**src/rtl/dbg_brk_pkg.sv**
```systemverilog
package dbg_brk_pkg;
  localparam int DATA_W = 32;
  localparam int ADDR_W = 2;

  localparam logic [1:0] SZ_LONG = 2'b10;
  localparam logic [1:0] SZ_QUAD = 2'b11;

  localparam logic [1:0] CLS_INVAL = 2'b01;
  localparam logic [1:0] CLS_PREF  = 2'b10;

  localparam logic [ADDR_W-1:0] A_COND  = 2'd0;
  localparam logic [ADDR_W-1:0] A_DCOND = 2'd1;
  localparam logic [ADDR_W-1:0] A_MDATA = 2'd2;
  localparam logic [ADDR_W-1:0] A_MMASK = 2'd3;

  typedef struct packed {
    logic loadData;
    logic loadMask;
  } dpStrobe_t;
endpackage

```
**src/rtl/dbg_brk_dp.sv**
```systemverilog
module dbg_brk_dp
  import dbg_brk_pkg::*;
#(
  parameter int W = DATA_W
) (
  input  logic           clk,
  input  logic           rstN,
  input  dpStrobe_t      strb,
  input  logic [W-1:0]   wrData,
  input  logic [2*W-1:0] accData,
  output logic [W-1:0]   matchData,
  output logic [W-1:0]   matchMask,
  output logic [1:0]     halfHit
);
  always_ff @(posedge clk or negedge rstN) begin
    if (!rstN) begin
      matchData <= '0;
      matchMask <= '0;
    end else begin
      if (strb.loadData) matchData <= wrData;
      if (strb.loadMask) matchMask <= wrData;
    end
  end

  // One masked comparator per 32-bit half of the access data
  for (genvar h = 0; h < 2; h++) begin : g_half
    logic [W-1:0] diff;
    assign diff = (accData[h*W +: W] ^ matchData) & ~matchMask;
    assign halfHit[h] = (diff == '0);
  end
endmodule

```
**src/rtl/dbg_brk_ctrl.sv**
```systemverilog
module dbg_brk_ctrl
  import dbg_brk_pkg::*;
(
  input  logic              clk,
  input  logic              rstN,
  input  logic              regWrEn,
  input  logic [ADDR_W-1:0] regAddr,
  input  logic [7:0]        wrByte,
  output dpStrobe_t         strb,
  output logic [7:0]        condReg,
  output logic [2:0]        dcondReg,
  input  logic              accValid,
  input  logic              accIsFetch,
  input  logic              accIsWrite,
  input  logic [1:0]        accSize,
  input  logic              accDataValid,
  input  logic [1:0]        accClass,
  input  logic [1:0]        halfHit,
  output logic              brkReq
);
  logic wrCond, wrDcond;
  logic effFetch, effWrite, effDv;
  logic [1:0] effSize;
  logic kindOk, dirOk, busOk, dataOk, hit;
  logic [1:0] kindSel, dirSel, busSel;

  always_comb begin
    wrCond  = regWrEn && (regAddr == A_COND);
    wrDcond = regWrEn && (regAddr == A_DCOND);
    strb.loadData = regWrEn && (regAddr == A_MDATA);
    strb.loadMask = regWrEn && (regAddr == A_MMASK);
  end

  always_ff @(posedge clk or negedge rstN) begin
    if (!rstN) begin
      condReg  <= '0;
      dcondReg <= '0;
    end else begin
      if (wrCond)  condReg  <= wrByte & 8'hF7;
      if (wrDcond) dcondReg <= wrByte[2:0];
    end
  end

  // Reclassify cache-control and prefetch instructions
  always_comb begin
    effFetch = accIsFetch;
    effWrite = accIsWrite;
    effSize  = accSize;
    effDv    = accDataValid;
    case (accClass)
      CLS_INVAL: begin effFetch = 1'b0; effWrite = 1'b1; effSize = SZ_LONG; effDv = 1'b0; end
      CLS_PREF:  begin effFetch = 1'b0; effWrite = 1'b0; effSize = SZ_LONG; effDv = 1'b0; end
      default: ;
    endcase
  end

  assign busSel  = condReg[7:6];
  assign kindSel = condReg[5:4];
  assign dirSel  = condReg[2:1];

  always_comb begin
    case (kindSel)
      2'b01:   kindOk = effFetch;
      2'b10:   kindOk = !effFetch;
      default: kindOk = 1'b1;
    endcase
    case (dirSel)
      2'b01:   dirOk = !effWrite;
      2'b10:   dirOk = effWrite;
      default: dirOk = 1'b1;
    endcase
    busOk  = (busSel == 2'b00);
    dataOk = !dcondReg[0] ||
             (effDv && (effSize == dcondReg[2:1]) &&
              halfHit[0] && ((effSize != SZ_QUAD) || halfHit[1]));
    hit = accValid && condReg[0] && kindOk && (effFetch || (busOk && dirOk)) && dataOk;
  end

  always_ff @(posedge clk or negedge rstN) begin
    if (!rstN) brkReq <= 1'b0;
    else       brkReq <= hit;
  end


  disabled_quiet_chk: assert property (@(posedge clk) disable iff (!rstN)
    brkReq |-> $past(condReg[0]));

  brk_needs_access_chk: assert property (@(posedge clk) disable iff (!rstN)
    brkReq |-> $past(accValid));

  bus_reserved_chk: assert property (@(posedge clk) disable iff (!rstN)
    (brkReq && !$past(effFetch)) |-> ($past(busSel) == 2'b00));

  nodata_chk: assert property (@(posedge clk) disable iff (!rstN)
    (brkReq && $past(dcondReg[0])) |-> ($past(accDataValid) && $past(accClass) != CLS_INVAL && $past(accClass) != CLS_PREF));

  inval_not_read_chk: assert property (@(posedge clk) disable iff (!rstN)
    brkReq |-> !($past(accClass) == CLS_INVAL && $past(dirSel) == 2'b01));
endmodule

```
**src/rtl/dbg_brk_top.sv**
```systemverilog
module dbg_brk_top
  import dbg_brk_pkg::*;
(
  input  logic              clk,
  input  logic              rstN,
  input  logic              regWrEn,
  input  logic [ADDR_W-1:0] regAddr,
  input  logic [DATA_W-1:0] regWrData,
  output logic [DATA_W-1:0] regRdData,
  input  logic              accValid,
  input  logic              accIsFetch,
  input  logic              accIsWrite,
  input  logic [1:0]        accSize,
  input  logic [2*DATA_W-1:0] accData,
  input  logic              accDataValid,
  input  logic [1:0]        accClass,
  output logic              brkReq
);
  dpStrobe_t strb;
  logic [7:0] condReg;
  logic [2:0] dcondReg;
  logic [DATA_W-1:0] matchData, matchMask;
  logic [1:0] halfHit;

  dbg_brk_ctrl u_ctrl (
    .clk(clk), .rstN(rstN), .regWrEn(regWrEn), .regAddr(regAddr),
    .wrByte(regWrData[7:0]), .strb(strb), .condReg(condReg), .dcondReg(dcondReg),
    .accValid(accValid), .accIsFetch(accIsFetch), .accIsWrite(accIsWrite),
    .accSize(accSize), .accDataValid(accDataValid), .accClass(accClass),
    .halfHit(halfHit), .brkReq(brkReq)
  );

  dbg_brk_dp #(.W(DATA_W)) u_dp (
    .clk(clk), .rstN(rstN), .strb(strb), .wrData(regWrData), .accData(accData),
    .matchData(matchData), .matchMask(matchMask), .halfHit(halfHit)
  );

  always_comb begin
    case (regAddr)
      A_COND:  regRdData = {{(DATA_W-8){1'b0}}, condReg};
      A_DCOND: regRdData = {{(DATA_W-3){1'b0}}, dcondReg};
      A_MDATA: regRdData = matchData;
      default: regRdData = matchMask;
    endcase
  end


  rsvd_zero_chk: assert property (@(posedge clk) disable iff (!rstN)
    (regAddr == A_COND) |-> (regRdData[3] == 1'b0));
endmodule

```
**config.mk**
```make
export PLATFORM = sky130hd
export DESIGN_NAME = dbg_brk_top
export DESIGN_NICKNAME = d
export VERILOG_FILES = /design/src/rtl/dbg_brk_pkg.sv /design/src/rtl/dbg_brk_dp.sv /design/src/rtl/dbg_brk_ctrl.sv /design/src/rtl/dbg_brk_top.sv
export SDC_FILE = /design/constraint.sdc
export NUM_CORES = 1
export LEC_CHECK = 0
export BUFFER_PORTS_ARGS = -buffer_cell sky130_fd_sc_hd__buf_2
export CAP_MARGIN = 20
export CORE_MARGIN = 3
export CORE_UTILIZATION = 25
export CTS_BUF_LIST = sky130_fd_sc_hd__clkbuf_2
export CTS_CLUSTER_DIAMETER = 200
export CTS_CLUSTER_SIZE = 30
export DETAILED_ROUTE_END_ITERATION = 8
export SYNTH_ARGS = -nofsm -noshare
export SYNTH_HDL_FRONTEND = slang
export SYNTH_SLANG_ARGS = --single-unit
```
**constraint.sdc**
```tcl
create_clock -name clk -period 1.6 [get_ports clk]
set_input_delay 0.32 -clock clk [delete_from_list [all_inputs] [get_ports clk]]
set_output_delay 0.32 -clock clk [all_outputs]
set_load 0.01 [all_outputs]
```
Yosys cells after proc, flatten, opt, wreduce, memory -nomap -nowiden
Index checks and enable logic that the tools add are counted.
{ "op_classes": {"reduce_logical": 23, "bitwise_logic": 5, "mux": 7, "order_cmp": 0, "addsub": 0, "n_eq_ne": 11, "shifts": 0, "n_mul": 0, "div": 0} }
{ "op_table": {"columns": ["cell", "count"], "rows": [
  ["$pmux 32 s3", 1],
  ["$and 32x32->32", 2],
  ["$logic_not 32->1", 2],
  ["$xor 32x32->32", 2],
  ["$not 32->32", 1],
  ["$logic_and 1x1->1", 12],
  ["$eq 2x2->1 const B", 5],
  ["$eq 2x1->1 const B", 4],
  ["$pmux 1 s2", 3],
  ["$logic_not 2->1", 2],
  ["$logic_not 1->1", 3],
  ["$logic_or 1x1->1", 3],
  ["$eq 2x2->1", 1],
  ["$mux 1", 2],
  ["$mux 2", 1],
  ["$ne 2x2->1 const B", 1],
  ["$reduce_or 2->1", 1]
]} }
{ "word_totals": {"n_memories": 0, "output_inout_bits": 33, "register_bits": 75, "mem_bits_rw": 0, "mem_bits_ro": 0, "latchBits": 0, "wordCells": 51} }

Logic depth before layout (Yosys ltp)
Gate-level depths: netlist of the first run.
{ "logic_depth": {"ltp_word": 9, "ltp_mapped": 8, "mapped_depth_nobuf": 8} }

Modules after synthesis
Synthesis of the first run repeated with hierarchy kept, for this count alone.
{ "unflattened": {"cells_unflattened": 369, "area_unflattened_um2": 4478.0} }
{ "modules_own_cells": {"columns": ["module", "instances", "seq_area_each_um2", "area_each_um2", "cells_per_inst"], "rows": [
  ["dbg_brk_dp", 1, 1601.5, 3203.1, 242],
  ["dbg_brk_top", 1, 0.0, 639.4, 69],
  ["dbg_brk_ctrl", 1, 275.3, 635.6, 58]
]} }

Worst setup path before layout of the first run
No wires, ideal clock.
{ "synth_path": {"path_type": "input-to-reg", "startpoint": "in accClass[1]", "endpoint": "reg u_ctrl.brkReq", "setup_ns": 0.126, "t_required_ns": 1.474, "path_stages": 8, "slack_ns": 0.115, "t_arrival_ns": 1.359, "path_buffers": 0, "path_cell_list": "inv_1 -> ha_1 -> mux2i_1 -> nor2b_1 -> a211oi_1 -> o31ai_1 -> o2111ai_1 -> a21oi_2"} }
{ "synth_via": {"elab_chain_len": 9} }
{ "synth_lines": {"columns": ["item", "line", "text"], "rows": [
  ["from (decl)", "dbg_brk_top.sv:16", "input logic [1:0] accClass,"],
  ["$eq 2x1->1 or $eq 2x2->1 (tied branches)", "dbg_brk_ctrl.sv:50", "case (accClass)"],
  ["$reduce_or 2->1 (no line)", null, null],
  ["$mux 2", "dbg_brk_ctrl.sv:50", null],
  ["$eq 2x2->1", "dbg_brk_ctrl.sv:74", "(effDv && (effSize == dcondReg[2:1]) &&"],
  ["$logic_and 1x1->1 (2 in a row)", "dbg_brk_ctrl.sv:74", null],
  ["$logic_and 1x1->1", "dbg_brk_ctrl.sv:75", "halfHit[0] && ((effSize != SZ_QUAD) || halfHit[1]));"],
  ["$logic_or 1x1->1", "dbg_brk_ctrl.sv:73", "dataOk = !dcondReg[0] ||"],
  ["$logic_and 1x1->1 *", "dbg_brk_ctrl.sv:76", "hit = accValid && condReg[0] && kindOk && (effFetch || (busOk && dirOk)) && dataOk;"],
  ["via u_ctrl.hit", "dbg_brk_ctrl.sv:24", "logic kindOk, dirOk, busOk, dataOk, hit;"],
  ["to (signal assigned)", "dbg_brk_ctrl.sv:81", "else brkReq <= hit;"],
  ["to (decl)", "dbg_brk_ctrl.sv:19", "output logic brkReq"]
]} }
Mark *: on every way through the listed nets, which the timed path passes. The rest lies on a longest branch.
A chain may end at the register's enable or synchronous reset.

Worst setup path after layout of the first run
{ "layout_path": {"startpoint": "reg u_dp.matchData[0]", "endpoint": "out regRdData[0]"} }
{ "layout_via": {"elab_chain_len": 1} }
{ "layout_lines": {"columns": ["item", "line", "text"], "rows": [
  ["from (decl)", "dbg_brk_dp.sv:11", "output logic [W-1:0] matchData,"],
  ["from (signal assigned)", "dbg_brk_dp.sv:20", "if (strb.loadData) matchData <= wrData;"],
  ["$pmux 32 s3", "dbg_brk_top.sv:39", "case (regAddr)"],
  ["to (decl)", "dbg_brk_top.sv:9", "output logic [DATA_W-1:0] regRdData,"]
]} }
Every way passes these cells.

==> metrics.md, run 1 <==
| Metric | Value |
|---|---|
| Status | `finished with violations` |
| Failing checks | `negative setup slack` |
| Most frequent cell after synthesis | `dfrtp_1` |
| Syn_nets | `482` |
| Synth area leaders | `dfrtp_1, mux2_2, xnor2_1, mux2i_1, o22ai_1` |
| Avg Cell Area, Syn | `roughly 12 um2` |
| Setup Crit Path Kind | `reg2out` |
| Sw Share | `33.70%` |
| Nets | `746` |
| P_int | `roughly 4.5 mW` |
| DRT Wirelength | `15.37 mm` |
| Vias in the first global route | `4240` |
| Share of the synthesized area in the top cell type | `between 40% and 50%` |
| I/O pins | `142` |
| Number of antenna diodes | `0` |
| Worst EP arrival | `1820 ps` |
| Met1 GRT Util | `21.33%` |
| Initial antenna violation count | `0` |
| Antenna Nets Post-Route | `0` |
| Global-route wire length before repair | `23.91 mm` |
| WL per Instance | `17.93 um` |
| Clock Sinks | `75` |
| Clock buffer depth | `2` |
| Mapped Area | `roughly 0.0044 mm2` |
| Initial Util | `25.95%` |
| M3 GR Usage | `4.282%` |
| Setup violators final | `33` |
| Max incr delay on CP | `500 ps` |
| Synth cell count leaders | `dfrtp_1, mux2_2, xnor2_1, o22ai_1, mux2i_1` |
| Tightest Pin Transition | `462.1 ps` |
| Critical Path Start | `u_dp.matchData[0]$_DFFE_PN0P_` |
| Cell Pwr Density | `988.7 mW/mm2` |
| Dpl hpwl | `11.30 mm` |
| Post-route cell area | `0.006853 mm2` |
| Most Used Layer, Global Route | `met2` |
| F_max | `0.4665 GHz` |
| Core Util, Final | `between 40% and 50%` |
| Port Buffers | `around 140` |
| DR vias | `3845` |
| Via-to-Cell Ratio | `4.487` |
| H-tree levels | `3` |
| Part of the cycle the worst path needs | `134.0%` |
| Grt ovf | `0` |
| Crit-path cells | `buf_6 > mux4_2 > buf_6` |
| Area post-placement | `between 0.005 and 0.006 mm2` |
| Synthesized instance count | `368` |
| CTS tree | `built` |
| DRC viols | `0` |
| GP Congestion | `slightly below 0.9` |
| Part of the power in registers | `38.4%` |
| Max transition margin | `69.19%` |
| Main synth FF type | `dfrtp_1` |
| Post-layout min period | `2144 ps` |
| Root buffer cell | `clkbuf_2` |
| Worst min path class | `in2reg` |
| RSZ-0062 raised after global routing | `yes` |
| Cell seen most often among critical-path stages | `buf_6` |
| Iteration-0 DRC Markers | `between 100 and 150` |
| Clock Skew | `approximately 36 ps` |
| Yosys reg bits | `75` |
| CP Max Fanout | `2` |
| Clock transition at path regs | `around 250 ps` |
| LEAKAGE | `roughly 3.1 nW` |
| Max-cap violations | `0` |
| Global Route Usage Sum | `between 10% and 20%` |
| TritonCTS Buffers | `9` |
| CP endpoint kind | `output port` |
| Clk_lat worst skew | `about 600 ps` |
| R2r setup slk | `-230 ps` |
| Layout cells sized above 1 | `56.36%` |
| Largest net degree at the start of global routing | `76` |
| Final WS setup | `-543.6 ps` |
| Crit start category | `flop` |
| Synth Warn # | `0` |
| Sequential cell area fraction in the yosys report | `a little over two fifths` |
| Core area | `0.01682 mm2` |
| Netlist cell types | `27` |
| M2 GR Usage | `26.28%` |
| # rows | `47` |
| Clock power share | `approximately 18%` |
| Pre-Repair DR Iteration Count | `4` |
| Psw | `about 2.3 mW` |
| Post-synth EDFFs | `0` |
| CP required | `1280 ps` |
| Slew Viols, Final | `0` |
| Post-synth ARST share | `100.0%` |
| Worst path slowest cell | `mux4_2` |
| Synthesis-to-finish area growth | `57.02%` |
| Worst r2r src | `u_dp.matchData[29]$_DFFE_PN0P_` |
| Worst vdd ir | `0.0004079 V` |
| Die H | `138.1 um` |
| Final hold vios | `0` |
| Die area | `approximately 0.019 mm2` |
| Combinational share of power | `a little over two fifths` |
| Area leader, netlist | `dfrtp_1` |
| Die W | `138.1 um` |
| HP Start | `regWrEn` |
| Placement Setup Slack | `-316.1 ps` |
## power by group through the flow
stage	combinational, mW	sequential (mW)	clock, mW
after floorplan	1.21	2.59	0
after global placement	2.07	2.67	0
after detailed placement	2.10	2.70	0
after CTS	2.68	2.59	1.25
after global routing	3.19	2.66	1.34
final	2.97	2.60	1.21
## through the flow
step	instances	setup TNS [ps]	hold slack, ps	total power, mW
after global routing	857	-10400	157.1	7.196
after detailed placement	752	-770.5	383.8	4.798
after floorplan	368	0	24.41	3.796
final	857	-5821	199.4	6.776
after CTS	842	-8284	135.2	6.530
after global placement	752	-706.5	377.1	4.740
## cell type report
| type | instances | area [um2] |
|---|---|---|
| clock buffer | 9 | 45.04 |
| clock inverter | 7 | 82.58 |
| fill | 1622 | 9966 |
| inverter | 5 | 18.77 |
| multi-input combinational | 273 | 2625 |
| sequential | 75 | 1886 |
| tap | 220 | 275.3 |
| timing repair buffer | 268 | 1921 |
## layout by cell type, fill, tap and decap left out, types with 2 or more instances in the layout
| cell type | n |
|---|---|
| xnor2_1 | 52 |
| mux4_2 | 3 |
| dfrtp_2 | 7 |
| bufinv_16 | 2 |
| nor4_1 | 2 |
| o22ai_2 | 8 |
| dfrtp_1 | 68 |
| buf_12 | 5 |
| nand2_1 | 6 |
| clkinv_1 | 2 |
| clkinv_2 | 3 |
| o21ai_0 | 4 |
| o21ai_1 | 4 |
| xnor2_4 | 2 |
| xnor2_2 | 12 |
| inv_1 | 5 |
| nand4_1 | 2 |
| nor4_2 | 4 |
| buf_6 | 27 |
| mux2_2 | 71 |
| o22ai_1 | 24 |
| dlygate4sd3_1 | 34 |
| buf_4 | 66 |
| clkbuf_2 | 9 |
| mux2i_1 | 29 |
| nor2b_1 | 26 |
| ha_1 | 5 |
| nand3b_1 | 2 |
| nand3_1 | 6 |
| buf_2 | 136 |
## metal layers
| layer | vias up | wire (um) |
|---|---|---|
| li1 | 1861 | - |
| met1 | 1843 | 6919 |
| met2 | 123 | 7302 |
| met3 | 18 | 905 |
| met4 | 0 | 240 |
| met5 | - | 0 |
## final timing paths
kind | cells past startpoint | end
min in group asynchronous | 3 | u_ctrl.condReg[1]$_DFFE_PN0P_
worst min register to register | 1 | u_ctrl.brkReq$_DFF_PN0_
worst max-delay path | 3 | regRdData[0]
max in group asynchronous | 3 | u_dp.matchData[15]$_DFFE_PN0P_
worst max register to register | 7 | u_ctrl.brkReq$_DFF_PN0_
worst min-delay path | 3 | u_ctrl.dcondReg[2]$_DFFE_PN0P_
## critical path: cells and delay by family, from the launching register on
family / cells / cell delay, ps
flops: 1 / 460
buf+inv: 2 / 270
mux: 1 / 500
## kinds of logic (layout without fill, tap and decap cells)
group                    Yosys count  count (layout)  share of synthesized area, %
buffers and inverters             20             289                         2.035
multiplexers                     104             104                         26.75
flip-flops                        75              75                         43.00
AO/OA/AOI/OAI                     45              45                         6.451
XOR/XNOR                          66              66                         13.25
adder cells (fa/ha/maj)            5               5                         1.433
AND/OR/NAND/NOR                   53              53                         7.081
## timing repair
item / in CTS / in global routing
endpoints found under the setup margin: 33 / 34
setup buffers: 41 / 16
gates resized for setup: 39 / 31
gates cloned: 0 / 0
hold endpoints to repair: 150 / 0
pin swaps: 9 / 18
hold buffers: 34 / 0
## registers in the layout, summed over array words and instances, names as in the netlist
register         count
u_ctrl.condReg       7
u_ctrl.dcondReg      3
u_dp.matchData      32
u_ctrl.brkReq        1
u_dp.matchMask      32
No activity file was read; power rests on OpenSTA's default activity.
==> run 2: changes to the inputs <==
- CORE_UTILIZATION: 25 -> 51
- PLACE_DENSITY: unset -> 0.8
==> metrics.md, run 2 (synthesis results as in run 1) <==
| Metric | Value |
|---|---|
| Total power | `6.173 mW (-8.9%)` |
| Max-cap violations | `0 (unchanged)` |
| Initial Util | `52.85% (+27 points)` |
| DRC viols | `0 (unchanged)` |
| Critical Path Stages | `3 (unchanged)` |
| Clock buffer depth | `2 (unchanged)` |
| Hold path cells | `3 (unchanged)` |
| I/O pins | `142 (unchanged)` |
| Top Registers | `u_dp.matchData (32), u_dp.matchMask (32), u_ctrl.condReg (7)` |
| Via-to-Cell Ratio | `5.418 (+21%)` |
| Final hold vios | `0 (unchanged)` |
| Tightest Pin Transition | `414.0 ps (-48.05 ps)` |
| WP buf/inv | `2 (unchanged)` |
| Final WS setup | `-399.1 ps (+144.5 ps)` |
| Clock Skew | `17.49 ps (-18.95 ps)` |
| Worst min path class | `in2reg` |
| DP Cell Count | `632 (-16%)` |
| Port Buffers | `141 (unchanged)` |
| Max incr delay on CP | `480 ps (-20 ps)` |
| Root buffer cell | `clkbuf_2` |
| Worst vdd ir | `0.0005796 V (+42%)` |
| Most common cell after layout, fill and taps aside | `buf_2` |
| Setup Crit Path Kind | `reg2out` |
| Clock Sinks | `75 (unchanged)` |
| Part of the cycle the worst path needs | `124.9% (-9.0 points)` |
| Max transition margin | `72.40% (+3.2 points)` |
| Die W | `98.51 um (-29%)` |
| H-tree levels | `3 (unchanged)` |
| RSZ-0062 raised after global routing | `yes` |
| F_max | `0.5002 GHz (+7.2%)` |
| Status | `finished with violations` |
| Pre-Repair DR Iteration Count | `4 (unchanged)` |
| Slew Viols, Final | `0 (unchanged)` |
| Placement Setup Slack | `-228.7 ps (+87.38 ps)` |
| Initial antenna violation count | `0 (unchanged)` |
| DRT Wirelength | `12.92 mm (-16%)` |
| Cell Pwr Density | `1019 mW/mm2 (+3.1%)` |
| # rows | `33 (-30%)` |
| WL per Instance | `18.61 um (+3.8%)` |
| Setup TNS | `-3050 ps (+2771 ps)` |
| LEAKAGE | `2.857 nW (-9.1%)` |
| Setup violators final | `30 (-9.1%)` |
| Crit-path cells | `buf_6 > mux4_2 > buf_6` |
| Failing checks | `negative setup slack` |
| Worst path slowest cell | `mux4_2` |
| Clock transition at path regs | `210 ps (-40 ps)` |
| Cell seen most often among critical-path stages | `buf_6` |
| Finished Layout Cells | `694 (-19%)` |
| Global-route wire length before repair | `20.32 mm (-15%)` |
| Die H | `98.51 um (-29%)` |
| CP endpoint kind | `output port` |
| Most frequent cells in the layout | `buf_2, dfrtp_1, mux2_2, xnor2_1, buf_4` |
| Layout cells sized above 1 | `54.67% (-1.7 points)` |
| Nets | `700 (-6.2%)` |
| Post-layout min period | `1999 ps (-144.5 ps)` |
| DR vias | `3760 (-2.2%)` |
| Worst EP arrival | `1680 ps (-140 ps)` |
| Core area | `0.008258 mm2 (-51%)` |
| Vias in the first global route | `3911 (-7.8%)` |
| R2r worst-path depth | `7 (unchanged)` |
| Iteration-0 DRC Markers | `144 (+41%)` |
| CP required | `1280 ps (about the same)` |
| Crit start category | `flop` |
| Core Util, Final | `73.35% (+33 points)` |
| Crit path max-delay family | `multiplexers` |
| TritonCTS Buffers | `9 (unchanged)` |
| Number of antenna diodes | `0 (unchanged)` |
| Synthesis-to-finish area growth | `38.79%` |
| Die area | `0.009703 mm2 (-49%)` |
| Antenna Nets Post-Route | `0 (unchanged)` |
| Clk_lat worst skew | `500 ps (-100 ps)` |
| CTS tree | `built` |
| GP Congestion | `0.9025 (+2.6%)` |
| CP Max Fanout | `2 (unchanged)` |
| Dpl hpwl | `9.472 mm (-16%)` |
| Global Route Usage Sum | `26.77% (+11 points)` |
| Largest net degree at the start of global routing | `76 (unchanged)` |
| Grt ovf | `0 (unchanged)` |
## run 2: path summary, 6_finish.rpt
check                                                    start                              to  slack (ps)
worst max-delay path             u_dp.matchData[0]$_DFFE_PN0P_                    regRdData[0]        -400
worst min-delay path                              regWrData[4]   u_ctrl.condReg[4]$_DFFE_PN0P_          40
worst max register to register   u_dp.matchData[4]$_DFFE_PN0P_         u_ctrl.brkReq$_DFF_PN0_        -110
worst min register to register  u_ctrl.dcondReg[0]$_DFFE_PN0P_         u_ctrl.brkReq$_DFF_PN0_         530
max in group asynchronous                                 rstN  u_dp.matchData[19]$_DFFE_PN0P_         920
min in group asynchronous                                 rstN   u_ctrl.condReg[1]$_DFFE_PN0P_         350
## run 2: power by group
group          internal, mW  switching, mW
clock network         0.342          0.658
logic                  1.51           1.05
registers              2.25          0.360
## run 2: what timing repair did
action	CTS	global route
hold endpoints to repair	75	0
hold buffers	1	0
gates resized for setup	29	9
pin swaps	12	10
buffers inserted	40	10
endpoints found under the setup margin	33	33
## run 2: area by class of cell
cell class,count,area (um2)
Fill cell,629,2201
Timing Repair Buffer,222,1449
Sequential cell,75,1878
Tap cell,105,131.4
Inverter,5,18.77
Multi-Input combinational cell,273,2486
Clock inverter,4,43.79
Clock buffer,10,50.05
## run 2: metrics by stage
| step | instance area, um2 | hold slack [ps] |
|---|---|---|
| floorplan | 4364 | 24.41 |
| global placement | 5429 | 385.8 |
| detailed placement | 5429 | 387.2 |
| CTS | 5927 | 30.24 |
| global route | 6057 | 0.3590 |
| finish | 6057 | 39.61 |
## run 2: routing by layer
layer  vias to the layer above  track usage, %  wire length [um]
met5                         -               0                 0
met3                        14           4.812               803
met2                       131           44.20              6354
met4                         0           6.408               151
met1                      1850           36.94              5607
li1                       1765               -                 -
## run 2: worst register-to-register path: stages, from the launching register on
cell and delay, ps:
dfrtp_1 440, buf_6 130, xnor2_2 130, o22ai_2 100, nor4_2 320, nand4_1 130
a211o_1 290, a21oi_2 110
